`src/rtl/brk_pkg.sv`:
```
package brk_pkg;
  localparam int NUM_PC   = 4;
  localparam int NUM_SRC  = NUM_PC + 1;
  localparam int CAUSE_W  = $clog2(NUM_SRC + 1);
  localparam logic [CAUSE_W-1:0] CAUSE_NONE = '1;

  typedef enum logic [1:0] {
    ST_IDLE  = 2'd0,
    ST_ARMED = 2'd1,
    ST_FIRED = 2'd2
  } brk_state_e;

  typedef enum logic [1:0] {
    ACT_HALT  = 2'd0,
    ACT_IRQ   = 2'd1,
    ACT_TRACE = 2'd2,
    ACT_NONE  = 2'd3
  } brk_act_e;

  typedef struct packed {
    logic [NUM_SRC-1:0] lvl1;
    brk_act_e           act;
    logic               two_lvl;
    logic               inv;
    logic               dat_en;
    logic               op_en;
    logic [NUM_PC-1:0]  pc_en;
  } brk_cfg_t;

  localparam int CFG_W = $bits(brk_cfg_t);
endpackage

```
`src/rtl/brk_regs.sv`:
```
module brk_regs
  import brk_pkg::*;
#(
  parameter int AW = 32,
  parameter int RA = 4
) (
  input  logic                       clk,
  input  logic                       rst,
  input  logic                       cpu_wr_en,
  input  logic [RA-1:0]              cpu_wr_addr,
  input  logic [AW-1:0]              cpu_wr_data,
  input  logic                       dbg_wr_en,
  input  logic [RA-1:0]              dbg_addr,
  input  logic [AW-1:0]              dbg_wr_data,
  output brk_cfg_t                   cfg,
  output logic [NUM_PC-1:0][AW-1:0]  pc_ref,
  output logic [AW-1:0]              win_lo,
  output logic [AW-1:0]              win_hi,
  output logic [AW-1:0]              dat_val,
  output logic [AW-1:0]              dat_msk,
  output logic                       cfg_wr
);
  localparam int A_CFG = 0;
  localparam int A_PC0 = 1;
  localparam int A_LO  = A_PC0 + NUM_PC;
  localparam int A_HI  = A_LO + 1;
  localparam int A_DV  = A_HI + 1;
  localparam int A_DM  = A_DV + 1;

  logic          wr;
  logic [RA-1:0] wa;
  logic [AW-1:0] wd;

  // debug port has priority over a simultaneous CPU write
  always_comb begin
    wr = dbg_wr_en | cpu_wr_en;
    wa = dbg_wr_en ? dbg_addr    : cpu_wr_addr;
    wd = dbg_wr_en ? dbg_wr_data : cpu_wr_data;
  end

  assign cfg_wr = wr && (wa == RA'(A_CFG));

  always_ff @(posedge clk) begin
    if (rst) begin
      cfg     <= '0;
      win_lo  <= '0;
      win_hi  <= '0;
      dat_val <= '0;
      dat_msk <= '0;
    end else if (wr) begin
      if (wa == RA'(A_CFG)) cfg     <= brk_cfg_t'(wd[CFG_W-1:0]);
      if (wa == RA'(A_LO))  win_lo  <= wd;
      if (wa == RA'(A_HI))  win_hi  <= wd;
      if (wa == RA'(A_DV))  dat_val <= wd;
      if (wa == RA'(A_DM))  dat_msk <= wd;
    end
  end

  for (genvar n = 0; n < NUM_PC; n++) begin : g_pcreg
    always_ff @(posedge clk) begin
      if (rst)
        pc_ref[n] <= '0;
      else if (wr && wa == RA'(A_PC0 + n))
        pc_ref[n] <= {wd[AW-1:1], 1'b0};
    end
  end
endmodule

```
`src/rtl/brk_match.sv`:
```
module brk_match
  import brk_pkg::*;
#(
  parameter int AW = 32
) (
  input  logic [NUM_PC-1:0]          pc_en,
  input  logic                       op_en,
  input  logic                       dat_en,
  input  logic                       inv,
  input  logic [NUM_PC-1:0][AW-1:0]  pc_ref,
  input  logic [AW-1:0]              win_lo,
  input  logic [AW-1:0]              win_hi,
  input  logic [AW-1:0]              dat_val,
  input  logic [AW-1:0]              dat_msk,
  input  logic                       pc_valid,
  input  logic [AW-1:0]              pc,
  input  logic                       opnd_valid,
  input  logic [AW-1:0]              opnd_addr,
  input  logic [AW-1:0]              opnd_data,
  output logic [NUM_SRC-1:0]         hit
);
  for (genvar n = 0; n < NUM_PC; n++) begin : g_pccmp
    assign hit[n] = pc_en[n] && pc_valid && (pc == pc_ref[n]);
  end

  logic in_win, dat_ok;
  always_comb begin
    in_win = (opnd_addr >= win_lo) && (opnd_addr <= win_hi);
    dat_ok = !dat_en || (((opnd_data ^ dat_val) & ~dat_msk) == '0);
  end

  assign hit[NUM_PC] = op_en && opnd_valid && (in_win ^ inv) && dat_ok;
endmodule

```
`src/rtl/brk_seq.sv`:
```
module brk_seq
  import brk_pkg::*;
(
  input  logic                clk,
  input  logic                rst,
  input  logic                cfg_wr,
  input  logic                two_lvl,
  input  brk_act_e            act,
  input  logic [NUM_SRC-1:0]  lvl1,
  input  logic [NUM_SRC-1:0]  hit,
  output brk_state_e          state,
  output logic [CAUSE_W-1:0]  cause,
  output logic                halt_req,
  output logic                dbg_irq,
  output logic                trace_on
);
  function automatic logic [CAUSE_W-1:0] first_src(input logic [NUM_SRC-1:0] v);
    logic [CAUSE_W-1:0] r;
    r = CAUSE_NONE;
    for (int i = NUM_SRC - 1; i >= 0; i--)
      if (v[i]) r = CAUSE_W'(i);
    return r;
  endfunction

  logic [NUM_SRC-1:0] l1_hit, l2_hit;
  logic               staged;

  always_comb begin
    l1_hit = hit & lvl1;
    l2_hit = hit & ~lvl1;
    staged = two_lvl || (act == ACT_TRACE);
  end

  always_ff @(posedge clk) begin
    if (rst) begin
      state    <= ST_IDLE;
      cause    <= CAUSE_NONE;
      halt_req <= 1'b0;
      dbg_irq  <= 1'b0;
      trace_on <= 1'b0;
    end else begin
      halt_req <= 1'b0;
      dbg_irq  <= 1'b0;
      if (cfg_wr) begin
        state    <= ST_IDLE;
        cause    <= CAUSE_NONE;
        trace_on <= 1'b0;
      end else begin
        unique case (state)
          ST_IDLE: begin
            if (!staged && |hit) begin
              state    <= ST_FIRED;
              cause    <= first_src(hit);
              halt_req <= (act == ACT_HALT);
              dbg_irq  <= (act == ACT_IRQ);
            end else if (staged && |l1_hit) begin
              state <= ST_ARMED;
              if (act == ACT_TRACE) trace_on <= 1'b1;
            end
          end
          ST_ARMED: begin
            if (|l2_hit) begin
              state    <= ST_FIRED;
              cause    <= first_src(l2_hit);
              halt_req <= (act == ACT_HALT);
              dbg_irq  <= (act == ACT_IRQ);
              trace_on <= 1'b0;
            end
          end
          default: ;
        endcase
      end
    end
  end
endmodule

```
`src/rtl/brk_trig_unit.sv`:
```
module brk_trig_unit
  import brk_pkg::*;
#(
  parameter int AW = 32,
  parameter int RA = 4
) (
  input  logic          clk,
  input  logic          rst,
  input  logic          cpu_wr_en,
  input  logic [RA-1:0] cpu_wr_addr,
  input  logic [AW-1:0] cpu_wr_data,
  input  logic          dbg_wr_en,
  input  logic          dbg_rd_en,
  input  logic [RA-1:0] dbg_addr,
  input  logic [AW-1:0] dbg_wr_data,
  output logic [AW-1:0] dbg_rd_data,
  input  logic          pc_valid,
  input  logic [AW-1:0] pc,
  input  logic          opnd_valid,
  input  logic [AW-1:0] opnd_addr,
  input  logic [AW-1:0] opnd_data,
  output logic          halt_req,
  output logic          dbg_irq,
  output logic          trace_on
);
  localparam int ST_LSB = 16;
  localparam int CS_LSB = ST_LSB + 2;

  brk_cfg_t                  cfg;
  logic [NUM_PC-1:0][AW-1:0] pc_ref;
  logic [AW-1:0]             win_lo, win_hi, dat_val, dat_msk;
  logic                      cfg_wr;
  logic [NUM_SRC-1:0]        hit;
  brk_state_e                state;
  logic [CAUSE_W-1:0]        cause;

  brk_regs #(.AW(AW), .RA(RA)) u_regs (
    .clk(clk), .rst(rst),
    .cpu_wr_en(cpu_wr_en), .cpu_wr_addr(cpu_wr_addr), .cpu_wr_data(cpu_wr_data),
    .dbg_wr_en(dbg_wr_en), .dbg_addr(dbg_addr), .dbg_wr_data(dbg_wr_data),
    .cfg(cfg), .pc_ref(pc_ref), .win_lo(win_lo), .win_hi(win_hi),
    .dat_val(dat_val), .dat_msk(dat_msk), .cfg_wr(cfg_wr)
  );

  brk_match #(.AW(AW)) u_match (
    .pc_en(cfg.pc_en), .op_en(cfg.op_en), .dat_en(cfg.dat_en), .inv(cfg.inv),
    .pc_ref(pc_ref), .win_lo(win_lo), .win_hi(win_hi),
    .dat_val(dat_val), .dat_msk(dat_msk),
    .pc_valid(pc_valid), .pc(pc),
    .opnd_valid(opnd_valid), .opnd_addr(opnd_addr), .opnd_data(opnd_data),
    .hit(hit)
  );

  brk_seq u_seq (
    .clk(clk), .rst(rst), .cfg_wr(cfg_wr),
    .two_lvl(cfg.two_lvl), .act(cfg.act), .lvl1(cfg.lvl1), .hit(hit),
    .state(state), .cause(cause),
    .halt_req(halt_req), .dbg_irq(dbg_irq), .trace_on(trace_on)
  );

  logic [AW-1:0] rd_word;
  always_comb begin
    rd_word = '0;
    rd_word[CFG_W-1:0]            = cfg;
    rd_word[ST_LSB+1:ST_LSB]      = state;
    rd_word[CS_LSB+CAUSE_W-1:CS_LSB] = cause;
  end

  always_ff @(posedge clk) begin
    if (rst)
      dbg_rd_data <= '0;
    else if (dbg_rd_en && dbg_addr == '0)
      dbg_rd_data <= rd_word;
    else
      dbg_rd_data <= '0;
  end
endmodule

```
`config.mk`:
```
export PLATFORM = sky130hd
export DESIGN_NAME = brk_trig_unit
export DESIGN_NICKNAME = d
export VERILOG_FILES = /design/src/rtl/brk_pkg.sv /design/src/rtl/brk_regs.sv /design/src/rtl/brk_match.sv /design/src/rtl/brk_seq.sv /design/src/rtl/brk_trig_unit.sv
export SDC_FILE = /design/constraint.sdc
export NUM_CORES = 1
export LEC_CHECK = 0
export ABC_AREA = 1
export BUFFER_PORTS_ARGS = -buffer_cell sky130_fd_sc_hd__buf_4
export CAP_MARGIN = 20
export CORE_AREA = 2 2 194 196
export CTS_BUF_LIST = sky130_fd_sc_hd__clkbuf_4 sky130_fd_sc_hd__clkbuf_8 sky130_fd_sc_hd__clkbuf_16
export DETAILED_ROUTE_END_ITERATION = 8
export DIE_AREA = 0 0 196 198
export SYNTH_ARGS = -nofsm -noshare
export SYNTH_HDL_FRONTEND = slang
export SYNTH_HIERARCHICAL = 1
export SYNTH_SLANG_ARGS = --single-unit
```
`constraint.sdc`:
```
create_clock -name clk -period 3 [get_ports clk]
set_clock_uncertainty 0.1 [all_clocks]
set_input_delay 0.3 -clock clk [delete_from_list [all_inputs] [get_ports clk]]
set_output_delay 0.3 -clock clk [all_outputs]
set_load 0.005 [all_outputs]
```
# ---- Word level (Yosys, flattened, before mapping)
# Index checks and enable logic that the tools add are counted.
dict set report word_totals {
  register_bits 307
  input_bits 175
  out_inout_bits 35
  wordCells 127
}
dict set report op_classes {
  muxes 30
  magnitude_cmp 2
  n_bitwise 9
  reduce_logical 43
  n_eq_ne 21
}
# operator n
set ops {}
lappend ops {{equality test 32 bit} 4}
lappend ops {{bitwise AND 32 bit} 1}
lappend ops {{>= comparator 32 bit} 1}
lappend ops {{less-or-equal comparator 32 bit} 1}
lappend ops {{logical NOT 32 bit} 1}
lappend ops {{2-to-1 mux 32 bit} 1}
lappend ops {{NOT 32 bit} 1}
lappend ops {{bitwise XOR 32 bit} 1}
lappend ops {{2-to-1 mux 3 bit} 10}
lappend ops {{logical AND 1 bit} 20}
lappend ops {{equality test 4 x 3 -> 1 bit (second input constant)} 4}
lappend ops {{OR reduction 5 bit} 3}
lappend ops {{bitwise AND 5 bit} 2}
lappend ops {{2-to-1 mux 2 bit} 5}
lappend ops {{AND reduction 2 bit} 5}
lappend ops {{equality test 4 x 2 -> 1 bit (second input constant)} 2}
lappend ops {{logical NOT 4 bit} 2}
lappend ops {{2-to-1 mux 1 bit} 8}
lappend ops {{inequality test 2 x 1 -> 1 bit (second input constant)} 4}
lappend ops {{case mux 1 bit (2 select lines)} 3}
lappend ops {{case mux 3 bit (2 select lines)} 1}
lappend ops {{AND reduction 3 bit} 2}
lappend ops {{NOT 5 bit} 1}
lappend ops {{AND reduction 5 bit} 1}
lappend ops {{other kinds (16)} 21}

# ---- Logic depth before layout (Yosys ltp)
dict set report logic_depth {
  depth_word 13
  ltp_mapped 26
  depth_no_buf 26
}

# ---- By module
# Netlist, hierarchy kept.
# module seq_area_each_um2 instances cells_per_inst area_each_um2
set modules_own_cells {}
lappend modules_own_cells {brk_regs 5345.1 1 1575 11110.7}
lappend modules_own_cells {brk_match 0.0 1 702 3866.2}
lappend modules_own_cells {brk_trig_unit 400.4 1 80 759.5}
lappend modules_own_cells {brk_seq 160.2 1 96 606.8}

# ---- Least setup slack after synthesis
# OpenSTA, ideal clock, no wires.
dict set report synth_path {
  path_kind {flip-flop to flip-flop}
  startpoint {register u_regs.win_hi[23]}
  endpoint {register u_seq.cause[0]}
  period_less_slack_ns 2.243
  arrival_ns 2.014
  slack_ns 0.757
  required_time_ns 2.771
  path_buffers 0
  setup_time_ns 0.129
  path_stages_with_launch 22
  path_cell_list {dfxtp_1 -> inv_1 -> ha_1 -> nand2_1 -> nor2_1 -> nand4_1 -> nor2_1 -> nand2_1 -> nand2_1 -> nand2_1 -> nand3_1 -> nand2_1 -> nor2_1 -> inv_2 -> nor2_1 -> inv_2 -> nand2_2 -> nand2_2 -> nand2_4 -> nand2_2 -> nand2_1 -> nand3_1}
}
dict set report synth_between {
  elab_chain_len 13
  word_cells_on_any_way 25
  cone_classes {order compare: 1; eq/ne: 2; mux: 13; bitwise: 2; reduce/logical: 7}
}
# element line_no
set synth_lines {}
lappend synth_lines {{start: declaration} brk_regs.sv:18} ;# output logic [AW-1:0] win_hi,
lappend synth_lines {{start signal: assignment} brk_regs.sv:53} ;# if (wa == RA'(A_HI)) win_hi <= wd;
lappend synth_lines {{less-or-equal comparator 32 bit *} brk_match.sv:28} ;# in_win = (opnd_addr >= win_lo) && (opnd_addr <= win_hi);
lappend synth_lines {{logical AND 1 bit *} brk_match.sv:28}
lappend synth_lines {{bitwise XOR 1 bit *} brk_match.sv:32} ;# assign hit[NUM_PC] = op_en && opnd_valid && (in_win ^ inv) && dat_ok;
lappend synth_lines {{logical AND 1 bit * (2 in a row)} brk_match.sv:32}
lappend synth_lines {{via hit[4]} brk_trig_unit.sv:33} ;# logic [NUM_SRC-1:0] hit;
lappend synth_lines {{bitwise AND 5 bit} brk_seq.sv:30} ;# l2_hit = hit & ~lvl1;
lappend synth_lines {{2-to-1 mux 2 bit} brk_seq.sv:21} ;# if (v[i]) r = CAUSE_W'(i);
lappend synth_lines {{2-to-1 mux 3 bit (4 in a row)} brk_seq.sv:21}
lappend synth_lines {{2-to-1 mux 3 bit} brk_seq.sv:62} ;# if (|l2_hit) begin
lappend synth_lines {{case mux 3 bit (2 select lines)} brk_seq.sv:49} ;# unique case (state)
lappend synth_lines {{end signal: assignment} brk_seq.sv:53} ;# cause <= first_src(hit);
lappend synth_lines {{end signal: assignment} brk_seq.sv:64} ;# cause <= first_src(l2_hit);
lappend synth_lines {{end: declaration} brk_seq.sv:12} ;# output logic [CAUSE_W-1:0] cause,
# Mark *: on every way through the listed nets, which the timed path passes. The rest lies on a longest branch. The select of a mux whose other input is x is not followed.
# A chain may end at the register's enable or synchronous reset.

# ---- Final worst setup path
dict set report layout_path {
  startpoint {register u_regs.win_hi[21]}
  endpoint {register u_seq.cause[0]}
}
# The elaborated chain is that of the path after synthesis.

==> summary.md <==
| Metric | Value |
|---|---|
| Wirelength, routed | `57200 um` |
| Vias in the first global route | `15000` |
| Combinational Power Share | `16.3%` |
| Pins Over Slew Limit | `0` |
| Initial core utilization | `44.2%` |
| RSZ-0062 raised after global routing | `no` |
| Routed vias/inst | `5.22` |
| Main flop type after synthesis | `dfxtp_1` |
| Number of synthesis warnings | `6` |
| Reg2Reg Setup Slack | `0.37 ns` |
| Initial antenna violation count | `2` |
| Hold Path Origin | `rst` |
| Wire length per cell | `18.3 um` |
| # nets final | `2865` |
| Hold Buf Count CTS | `0` |
| Chip width | `196 um` |
| Area contributors post-synth | `dfxtp_1, nor2_1, nand2_1, nand3_1, ha_1` |
| Crit-path max FO | `6` |
| Vias | `16300` |
| Reg power frac | `41.1%` |
| Final min period | `2.63 ns` |
| Yosys reg bits | `295` |
| Postcts setup bufs | `0` |
| Setup_tns | `0 ns` |
| NetSw | `0.00285 W` |
| Final ANT Viol Nets | `0` |
| Placeable Area | `37000 um2` |
| Final routed DRC violation total | `0` |
| Post-synth top area share | `36.1%` |
| CP required | `3.32 ns` |
| Largest net degree at the start of global routing | `102` |
| Leakage power | `8.27 nW` |
| Reg-to-Reg End | `u_seq/cause[0]$_SDFFE_PP1P_` |
| Outcome | `finished, final reports clean` |
| Die Ht | `198 um` |
| # Max-Cap Violations | `0` |
| Worst Tran Pin Value | `0.833 ns` |
| CTS max path bufs | `3` |
| HPWL Detailed | `38900 um` |
| Post-synth EDFFs | `0` |
| P&R area growth vs syn | `18.7%` |
| DRT iter0 DRCs | `1516` |
| Asr flop ratio synth | `0%` |
| CP startpoint kind | `flop` |
| Critical Path AT | `2.95 ns` |
| Switch share | `28.6%` |
| Tightest Hold Check Type | `input pin to flop` |
| Clk root buf | `clkbuf_16` |
| FF-to-FF Start | `u_regs/win_hi[21]$_SDFFE_PP0P_` |
| CP endpoint kind | `flop` |
| # rows | `71` |
| Synth Instances | `2453` |
| Crit Path Class | `flop to flop` |
| Clock H-tree levels | `2` |
| Clock transition at the registers of the reported paths | `0.06 ns` |
| Number of iterations in the first detailed-routing pass | `6` |
| Layout cells sized above 1 | `17.4%` |
| Power Density | `514 nW/um2` |
| Seq/Total Area, Yosys | `36.1%` |
| Io pins | `210` |
| Final Hold Vio Count | `0` |
| Worst skew pair latency | `0.55 ns` |
| Final setup viols | `0` |
| Count of input and output buffers | `197` |
| Final worst-path cycle share | `87.8%` |
| WHS Path Cells | `3` |
| Largest area contributor in the netlist | `dfxtp_1` |
| Syn Area/Cell | `6.66 um2` |
| Grt ovf | `0` |
| Clk network pwr share | `42.6%` |
| P_int | `0.00713 W` |
| Min-Delay Endpoint | `u_seq/cause[2]$_SDFFE_PP1P_` |
| Slew margin rel. | `44.4%` |
| Peak VDD IR | `311 uV` |
| CTS tree | `yes` |
| FF-to-FF path depth | `20` |
| First-pass GRT wire length | `87200 um` |
| Most common cell after layout, fill and taps aside | `nor2_1` |
| Pwr Total | `0.00998 W` |
| Most frequent cells in the layout | `nor2_1, nand2_1, dfxtp_1` |
| Post-synth cell types | `47` |
| Gr usage total | `29.3%` |
| Min Hold Slack | `0.0428 ns` |
| GP Congestion | `0.907` |
| Max Clock Freq | `380 MHz` |
| Total CTS buffers | `35` |
| Post-CTS sizing | `0` |
| Clock sinks | `295` |
| Die area | `38800 um2` |
| Synth Cell Area | `16300 um2` |
worst max-delay path by stage:
| stage | to | cells past startpoint | from |
|---|---|---|---|
| global placement | u_seq/cause[0]$_SDFFE_PP1P_ | 24 | opnd_addr[1] |
| finish | u_seq/cause[0]$_SDFFE_PP1P_ | 20 | u_regs/win_hi[21]$_SDFFE_PP0P_ |
| CTS | u_seq/cause[0]$_SDFFE_PP1P_ | 20 | u_regs/win_hi[21]$_SDFFE_PP0P_ |
| floorplan | u_seq/cause[0]$_SDFFE_PP1P_ | 21 | u_regs/win_hi[23]$_SDFFE_PP0P_ |
| global route | u_seq/cause[0]$_SDFFE_PP1P_ | 20 | u_regs/win_hi[21]$_SDFFE_PP0P_ |
| detailed placement | u_seq/cause[0]$_SDFFE_PP1P_ | 20 | opnd_addr[21] |
kinds of logic (layout without fill, tap and decap cells):
| kind of cell | count (synthesis) | count (layout) | share of synthesized area, % |
|---|---|---|---|
| xor+xnor | 38 | 38 | 2.04 |
| simple gates | 1570 | 1570 | 41.2 |
| compound gates | 185 | 185 | 7.18 |
| flops | 295 | 295 | 36.1 |
| other cells | 2 | 17 | 0.0460 |
| fa+ha+maj | 64 | 64 | 4.90 |
| buf+inv | 299 | 479 | 8.54 |
synthesized netlist by cell type, types with 13 or more instances:
cell and n:
a21oi_1 35, a221oi_1 16, buf_1 15, buf_2 43, buf_4 45, clkbuf_1 26
dfxtp_1 295, ha_1 64, inv_1 143, inv_2 18, nand2_1 502, nand3_1 292
nor2_1 639, nor2_2 28, o21ai_0 35, o21ai_1 31, o21ai_2 16, o22ai_1 20
or2_1 13, or2_2 36, xnor2_1 21, xor2_1 17
stage by stage:
step	worst slack [ns]	util (%)	std cells	cell area, um2
after floorplan	0.757	-	2467	16400
after global placement	0.234	49.4	3063	18300
after global routing	0.00403	52.5	3122	19400
final	0.365	52.5	3122	19400
after CTS	0.226	52.5	3121	19400
after detailed placement	0.186	49.4	3063	18300
critical path, cell delays in order, from the launching register on:
cell	delay [ns]
dfxtp_1	0.33
inv_1	0.07
ha_1	0.29
a21oi_1	0.17
nor2_1	0.05
nor2_1	0.08
nand3_1	0.08
a21oi_1	0.18
nand2_1	0.07
nand2_1	0.10
a21oi_1	0.08
nor2_2	0.20
inv_2	0.07
nor2_1	0.15
inv_2	0.07
nand2_2	0.07
nand2_2	0.06
nand2_4	0.09
nand2_2	0.07
nand2_1	0.06
nand3_1	0.07
registers in the layout, summed over array words and instances (netlist names):
| signal | count |
|---|---|
| u_regs/dat_msk | 32 |
| u_regs/win_hi | 32 |
| u_regs/win_lo | 32 |
| u_seq/halt_req | 1 |
| u_seq/state | 2 |
| dbg_rd_data | 20 |
| u_seq/dbg_irq | 1 |
| u_seq/trace_on | 1 |
| u_regs/dat_val | 32 |
| u_regs/pc_ref | 124 |
| u_regs/cfg | 15 |
| u_seq/cause | 3 |
cell type report:
class / instances / area, um2
Clock inverter: 8 / 86.3
Fill cell: 3790 / 17500
Timing Repair Buffer: 257 / 2030
Tap cell: 474 / 593
Antenna cell: 1 / 2.50
Sequential cell: 295 / 5910
Inverter: 164 / 626
Clock buffer: 50 / 1050
Multi-Input combinational cell: 1873 / 9110
power by group through the flow:
stage	Sequential (W)	Clock, W	Combinational, W
after detailed placement	0.00418	0	0.00160
final	0.00410	0.00425	0.00163
after global routing	0.00411	0.00447	0.00178
after CTS	0.00410	0.00433	0.00161
after global placement	0.00418	0	0.00158
after floorplan	0.00416	0	0.000956
per-layer routing:
| layer | up-vias | global-route usage (%) | part of all wire [%] |
|---|---|---|---|
| li1 | 8124 | - | - |
| met1 | 7448 | 39.3 | 44 |
| met2 | 612 | 47.1 | 45 |
| met3 | 123 | 4.51 | 7.3 |
| met4 | 0 | 11.9 | 3.9 |
| met5 | - | 0 | 0 |
No activity file was read; power rests on OpenSTA's default activity.
